**config.mk**
```make
export PLATFORM = sky130hd
export DESIGN_NAME = sync_rate_meter
export DESIGN_NICKNAME = d
export VERILOG_FILES = /design/src/rtl/srm_pkg.sv /design/src/rtl/srm_edge_sync.sv /design/src/rtl/srm_gate_timer.sv /design/src/rtl/srm_window_counter.sv /design/src/rtl/sync_rate_meter.sv
export SDC_FILE = /design/constraint.sdc
export NUM_CORES = 1
export LEC_CHECK = 0
export ABC_AREA = 1
export BUFFER_PORTS_ARGS = -buffer_cell sky130_fd_sc_hd__buf_2
export CORE_MARGIN = 3
export CORE_UTILIZATION = 55
export DETAILED_ROUTE_END_ITERATION = 8
export MAX_ROUTING_LAYER = met4
export PLACE_DENSITY = 0.82
export SYNTH_ARGS = -nofsm -noshare
export SYNTH_HDL_FRONTEND = slang
export SYNTH_SLANG_ARGS = --single-unit
```
**constraint.sdc**
```tcl
create_clock -name clk -period 1.55 [get_ports clk]
set_input_delay 0.0775 -clock clk [delete_from_list [all_inputs] [get_ports clk]]
set_output_delay 0.0775 -clock clk [all_outputs]
set_load 0.01 [all_outputs]
```
**src/rtl/srm_pkg.sv**
```systemverilog
package srm_pkg;
    localparam int REG_W   = 8;
    localparam int NUM_SRC = 2;

    typedef enum logic {
        SRC_HSYNC = 1'b0,
        SRC_CSYNC = 1'b1
    } src_sel_e;
endpackage

```
**src/rtl/srm_edge_sync.sv**
```systemverilog
module srm_edge_sync #(
    parameter int STAGES = 2
) (
    input  logic clk,
    input  logic rst_n,
    input  logic async_in,
    output logic rise_o
);
    typedef struct packed {
        logic [STAGES-1:0] chain;
        logic              prev;
    } sync_st_t;

    sync_st_t st_q, st_d;

    always_comb begin
        st_d       = st_q;
        st_d.chain = {st_q.chain[STAGES-2:0], async_in};
        st_d.prev  = st_q.chain[STAGES-1];
    end

    always_ff @(posedge clk or negedge rst_n) begin
        if (!rst_n) st_q <= '0;
        else        st_q <= st_d;
    end

    assign rise_o = st_q.chain[STAGES-1] & ~st_q.prev;
endmodule

```
**src/rtl/srm_gate_timer.sv**
```systemverilog
module srm_gate_timer #(
    parameter int GATE_LOG2 = 13
) (
    input  logic clk,
    input  logic rst_n,
    input  logic enable,
    output logic capture_o
);
    localparam logic [GATE_LOG2-1:0] LAST_TICK = '1;

    typedef struct packed {
        logic [GATE_LOG2-1:0] ticks;
    } tmr_st_t;

    tmr_st_t st_q, st_d;

    always_comb begin
        st_d = st_q;
        if (!enable) st_d.ticks = '0;
        else         st_d.ticks = st_q.ticks + 1'b1;
    end

    always_ff @(posedge clk or negedge rst_n) begin
        if (!rst_n) st_q <= '0;
        else        st_q <= st_d;
    end

    assign capture_o = enable && (st_q.ticks == LAST_TICK);
endmodule

```
**src/rtl/srm_window_counter.sv**
```systemverilog
module srm_window_counter #(
    parameter int CNT_W = 5
) (
    input  logic             clk,
    input  logic             rst_n,
    input  logic             enable,
    input  logic             capture,
    input  logic             pulse,
    output logic [CNT_W-1:0] count_o,
    output logic [CNT_W-1:0] latch_o
);
    localparam logic [CNT_W-1:0] CNT_MAX = '1;
    localparam logic [CNT_W-1:0] CNT_ONE = CNT_W'(1);

    typedef struct packed {
        logic [CNT_W-1:0] cnt;
        logic [CNT_W-1:0] held;
    } win_st_t;

    win_st_t st_q, st_d;

    always_comb begin
        st_d = st_q;
        if (!enable) begin
            st_d.cnt = '0;
        end else if (capture) begin
            st_d.held = st_q.cnt;
            st_d.cnt  = pulse ? CNT_ONE : '0;
        end else if (pulse && (st_q.cnt != CNT_MAX)) begin
            st_d.cnt = st_q.cnt + 1'b1;
        end
    end

    always_ff @(posedge clk or negedge rst_n) begin
        if (!rst_n) st_q <= '0;
        else        st_q <= st_d;
    end

    assign count_o = st_q.cnt;
    assign latch_o = st_q.held;
endmodule

```
**src/rtl/sync_rate_meter.sv**
```systemverilog
module sync_rate_meter
    import srm_pkg::*;
#(
    parameter int GATE_LOG2   = 13,
    parameter int CNT_W       = 5,
    parameter int SYNC_STAGES = 2
) (
    input  logic             clk,
    input  logic             rst_n,
    input  logic             enable,
    input  logic             hsync_in,
    input  logic             csync_in,
    input  logic             reg_wr,
    input  logic [REG_W-1:0] reg_wdata,
    output logic [REG_W-1:0] reg_rdata
);
    localparam int SEL_BIT = CNT_W;
    localparam int PAD_W   = REG_W - CNT_W - 1;

    typedef struct packed {
        src_sel_e sel;
    } ctl_st_t;

    ctl_st_t ctl_q, ctl_d;

    logic [NUM_SRC-1:0] raw_src;
    logic [NUM_SRC-1:0] src_rise;
    logic               pulse;
    logic               capture;
    logic [CNT_W-1:0]   cnt_now;
    logic [CNT_W-1:0]   latch_val;
    logic               wdata_unused;

    assign wdata_unused = ^{reg_wdata[REG_W-1:SEL_BIT+1], reg_wdata[SEL_BIT-1:0]};

    always_comb begin
        ctl_d = ctl_q;
        if (reg_wr) ctl_d.sel = src_sel_e'(reg_wdata[SEL_BIT]);
    end

    always_ff @(posedge clk or negedge rst_n) begin
        if (!rst_n) ctl_q <= '{sel: SRC_HSYNC};
        else        ctl_q <= ctl_d;
    end

    assign raw_src[SRC_HSYNC] = hsync_in;
    assign raw_src[SRC_CSYNC] = csync_in;

    for (genvar g = 0; g < NUM_SRC; g++) begin : g_src
        srm_edge_sync #(.STAGES(SYNC_STAGES)) u_sync (
            .clk      (clk),
            .rst_n    (rst_n),
            .async_in (raw_src[g]),
            .rise_o   (src_rise[g])
        );
    end

    assign pulse = src_rise[ctl_q.sel];

    srm_gate_timer #(.GATE_LOG2(GATE_LOG2)) u_timer (
        .clk       (clk),
        .rst_n     (rst_n),
        .enable    (enable),
        .capture_o (capture)
    );

    srm_window_counter #(.CNT_W(CNT_W)) u_count (
        .clk     (clk),
        .rst_n   (rst_n),
        .enable  (enable),
        .capture (capture),
        .pulse   (pulse),
        .count_o (cnt_now),
        .latch_o (latch_val)
    );

    assign reg_rdata = {{PAD_W{1'b0}}, ctl_q.sel, latch_val};
endmodule

```
After elaboration in Yosys (flattened, before gate mapping):

Index checks and enable logic that the tools add are counted.

* latch bits: 0
* output and inout port bits: 8
* bits of input ports: 14
* word-level logic and storage cells: 28
* memories: 0
* ROM bits: 0
* memory bits (writable): 0
* register bits after elaboration: 30

* div/mod/pow operators: 0
* mux-type cells: 7
* magnitude comparators: 1
* eq/ne operators: 3
* bitwise operators: 4
* shift operators: 0
* reduce and logical (&&, ||, !) cells: 3
* multiply operators: 0
* add/sub/neg operators: 2

Operator list (count)
* $mux 5: 3
* $add 13x1->13 const B: 1
* $eq 13x13->1 const B: 1
* $mux 13: 1
* $add 5x1->5 const B: 1
* $ne 5x5->1 const B: 1
* $mux 1: 3
* $ne 3x1->1 const B: 1
* $and 1x1->1: 2
* $logic_and 1x1->1: 2
* $lt 1x2->1 const B: 1
* $not 1->1: 2
* $reduce_and 2->1: 1

Longest topological paths before layout:

* depth after elaboration: 8
* mapped depth: 10
* depth with buffers taken out: 10

Modules after synthesis:

From an unflattened synthesis, not the netlist that was laid out.

* cells, all modules: 175
* area, all modules: 1415.1 sq um

By module, submodules not included
* srm_gate_timer: area an instance 678.2 sq um, cells each 94, seq. area each 325.3 sq um, instances 1
* srm_window_counter: area an instance 485.5 sq um, cells each 58, seq. area each 250.2 sq um, instances 1
* srm_edge_sync: area an instance 85.1 sq um, cells each 5, seq. area each 75.1 sq um, instances 2
* sync_rate_meter: area an instance 81.3 sq um, cells each 13, seq. area each 25.0 sq um, instances 1

Worst setup path after synthesis:

OpenSTA, ideal clock, no wires.

* path type: flip-flop to flip-flop
* from: register u_count.st_q, in the netlist u_count.count_o[0]
* to: register u_count.st_q, in the netlist u_count.count_o[3]
* period minus slack after synthesis: 1388 ps
* arrival time: 1310 ps
* library setup time: 77 ps
* required time: 1473 ps
* path slack: 162 ps
* cell stages (with the launch flop): 10
* path buffers: 0
* cells stage by stage: dfrtp_1 ha_1 inv_1 nor3_1 ha_1 inv_1 nand2_1 inv_1 nand3_1 a21oi_1

* word-level cells in the longest chain between the ends: 4
* elaborated cells between the ends (all ways): 7
* classes of those cells: add/sub: 1; eq/ne: 2; mux: 3; reduce/logical: 1

RTL lines
* start: declaration: line srm_window_counter.sv:20 `win_st_t st_q, st_d;`
* start signal: assignment: line srm_window_counter.sv:36 `else st_q <= st_d;`
* $add 5x1->5: line srm_window_counter.sv:30 `st_d.cnt = st_q.cnt + 1'b1;`
* $mux 5: line srm_window_counter.sv:29 `end else if (pulse && (st_q.cnt != CNT_MAX)) begin`
* $mux 5: line srm_window_counter.sv:26 `end else if (capture) begin`
* $mux 5: line srm_window_counter.sv:24 `if (!enable) begin`

Parallel ways exist; a longest one is shown, timed or not. The select of a mux whose other input is x is not followed.
A chain may end at the register's enable or synchronous reset.

Worst setup path in the final report:

Ends and elaborated chain as after synthesis.

==> results.tsv <==
metric	value	unit
DR vias	1077	
YS warnings	0	
# fillers	187	
Detail Route Antenna Nets	0	
r2r worst-path depth	9	
initial antenna violation count	0	
core area	2318	sq um
status	finished, final reports clean	
total grt overflow	0	
critical path class	flop to flop	
Worst R2R Start	u_count.count_o[0]$_DFFE_PN0P_	
multi-input logic area	574.3	sq um
Setup Skew	4.582	ps
crit path DAT	1750	ps
FF/Latch Area	750.7	sq um
clk slew on worst S/H paths	90	ps
Distinct cells, synth	25	
final total power	1.354	mW
Initial Utilization	60.39	%
H-tree level count	2	
endpoints failing setup	0	
CTS buffer count	5	
Vert. Die Dim	56.46	microns
Die Area	3187	sq um
crit share post-route	96.71	%
clk_lat worst skew	320	ps
GPL Wtd Cong	0.8033	
drt total wl	2701	microns
Hold Path End	u_timer.st_q[1]$_DFF_PN0_	
Syn Area/Cell	9.151	sq um
maximum vdd drop	0.7363	mV
reg2reg setup slack	50	ps
pin count of the biggest net entering global routing	31	
Die X	56.46	microns
share of cells above drive strength 1	24.58	%
Root Buffer	clkbuf_4	
Diodes inserted	0	
most common cell in the netlist	nand2_1	
Max-Cap Viols	0	
clock buffer depth	2	
synthesized cell area	1400	sq um
Synth area leader	dfrtp_1	
drt wl/cell	13.05	microns
Leakage Power	0.7784	nW
worst slew pin tran	654.9	ps
P&R area growth vs syn	16.09	%
crit path launch type	flop	
HPWL after DPL	1827	microns
Worst Path Max Fanout	7	
Synth Register Bits	30	
Post-synth top cells	31 x nand2_1, 30 x dfrtp_1, 19 x inv_1	
Slew headroom	56.34	%
initial detailed-routing violation count	29	
Layout Cells excl Fill	207	
Cell Pwr Density	833.3	nW/um^2
Nets	196	
crit path from	u_count.count_o[0]$_DFFE_PN0P_	
vias per std cell	5.203	
top-area cell type share of the netlist area	53.62	%
Post-synth EDFFs	0	
Clock Sinks	30	
hold path depth	3	
Period minus WS final	1499	ps
min-delay src	enable	
Crit. End Element	flop	
Final Hold Fails	0	
row count	17	
CTS tree	yes	
first-pass GRT wire length	4567	microns
Primary FF master, synth	dfrtp_1	
# DRC	0	
Seq/Total Area, Yosys	53.62	%
IO Pins	22	
max-slew violations	0	
vias in the first global route	1106	
GRT Overall Usage	19.07	%
Post-Synthesis Cells	153	
critical path data required time	1800	ps
port buffer count	12	
Hold Crit Class	input port to flop	
TritonRoute pass-1 iters	4	
Post-synth ARST share	100.0	%
Peak Freq	0.6671	GHz
top area cells in the synthesized netlist	dfrtp_1 54%, nand2_1 8.3%, inv_1 5.1%	
Cells after DPL	190	
R2R Path End	u_count.count_o[3]$_DFFE_PN0P_	
[placed cells by master, fill, tap and decap left out, types with 3 or more instances in the layout]
cell           instances
buf_4                  4
nor2_2                 3
o21ai_1                4
nand3_1                7
dfrtp_1               30
nand2_1               29
nor2_4                 3
inv_1                 16
nand2_2                3
nor2_1                13
clkbuf_4               5
buf_2                 12
o21ai_0                7
dlygate4sd3_1          5
o21a_1                 3
a21oi_1                8
inv_2                  3
nor3_1                 3
[cell families after synthesis]
logic type	share of synthesized area [%]
other	0.2678
and+or+nand+nor	25.11
AOI/OAI and AO/OA	10.19
DFF	53.62
adders and majority gates	2.681
buffers and inverters	8.132
[per-stage QoR]
| step | cell area (sq um) | setup slack, ps | util [%] | hold WS [ps] | setup TNS [ps] |
|---|---|---|---|---|---|
| 5_1_grt | 1625 | -26.95 | 70.10 | 116.2 | -60.45 |
| 3_5_place_dp | 1465 | -55.60 | 63.19 | 139.0 | -66.04 |
| 4_1_cts | 1563 | 31.17 | 67.40 | 79.89 | 0 |
| 3_3_place_gp | 1465 | 63.57 | 63.19 | 133.2 | 0 |
| 6_report | 1625 | 51.00 | 70.10 | 109.4 | 0 |
| 2_1_floorplan | 1404 | 162.4 | - | -218.1 | 0 |
[worst max-delay path, stage by stage, from the launching register on]
cell	delay [ps]
dfrtp_1	410
ha_1	210
inv_2	80
nor3_2	40
ha_1	190
inv_2	70
nand2_4	80
inv_2	100
nand3_1	100
a21oi_2	150
[how the worst max path moves through the flow]
| stage | to | cells past startpoint |
|---|---|---|
| floorplan | u_count.count_o[3]$_DFFE_PN0P_ | 9 |
| global placement | u_count.count_o[3]$_DFFE_PN0P_ | 9 |
| detailed placement | u_count.count_o[3]$_DFFE_PN0P_ | 10 |
| CTS | u_count.count_o[2]$_DFFE_PN0P_ | 9 |
| global route | u_count.count_o[0]$_DFFE_PN0P_ | 10 |
| finish | u_count.count_o[3]$_DFFE_PN0P_ | 9 |
[sequential cells by signal, indices dropped and copies added, names as in the netlist]
name	count
ctl_q	1
g_src.u_sync.st_d	4
g_src.u_sync.st_q	2
u_count.count_o	5
u_count.latch_o	5
u_timer.st_q	13
[routing by layer]
layer	GRT usage, %	vias to the layer above	part of all wire, %
met4	7.458	0	1.2
li1	-	540	-
met2	33.17	20	52
met5	-	-	0
met1	20.68	512	43
met3	4.828	5	3.7
[power breakdown]
| part | internal, mW | switching, mW |
|---|---|---|
| clock network | 0.171 | 0.243 |
| registers | 0.806 | 0.0158 |
| logic | 0.0477 | 0.0721 |
[repair_timing]
| item | 4_1_cts | 5_1_grt |
|---|---|---|
| gates cloned | 0 | 1 |
| hold endpoints to repair | 33 | 0 |
| setup buffers | 0 | 4 |
| hold buffers | 5 | 0 |
| endpoints found under the setup margin | 4 | 7 |
| resized for setup | 2 | 9 |
| pin swaps | 0 | 4 |
[layout make-up]
type / instances / area share (%)
flip-flops and latches: 30 / 46.19
multi-input cells: 101 / 35.33
repair buffers: 21 / 8.622
inverters: 20 / 4.927
clock buffers: 7 / 2.771
well taps: 28 / 2.156
Note: power is estimated with default switching activity, not from simulation.
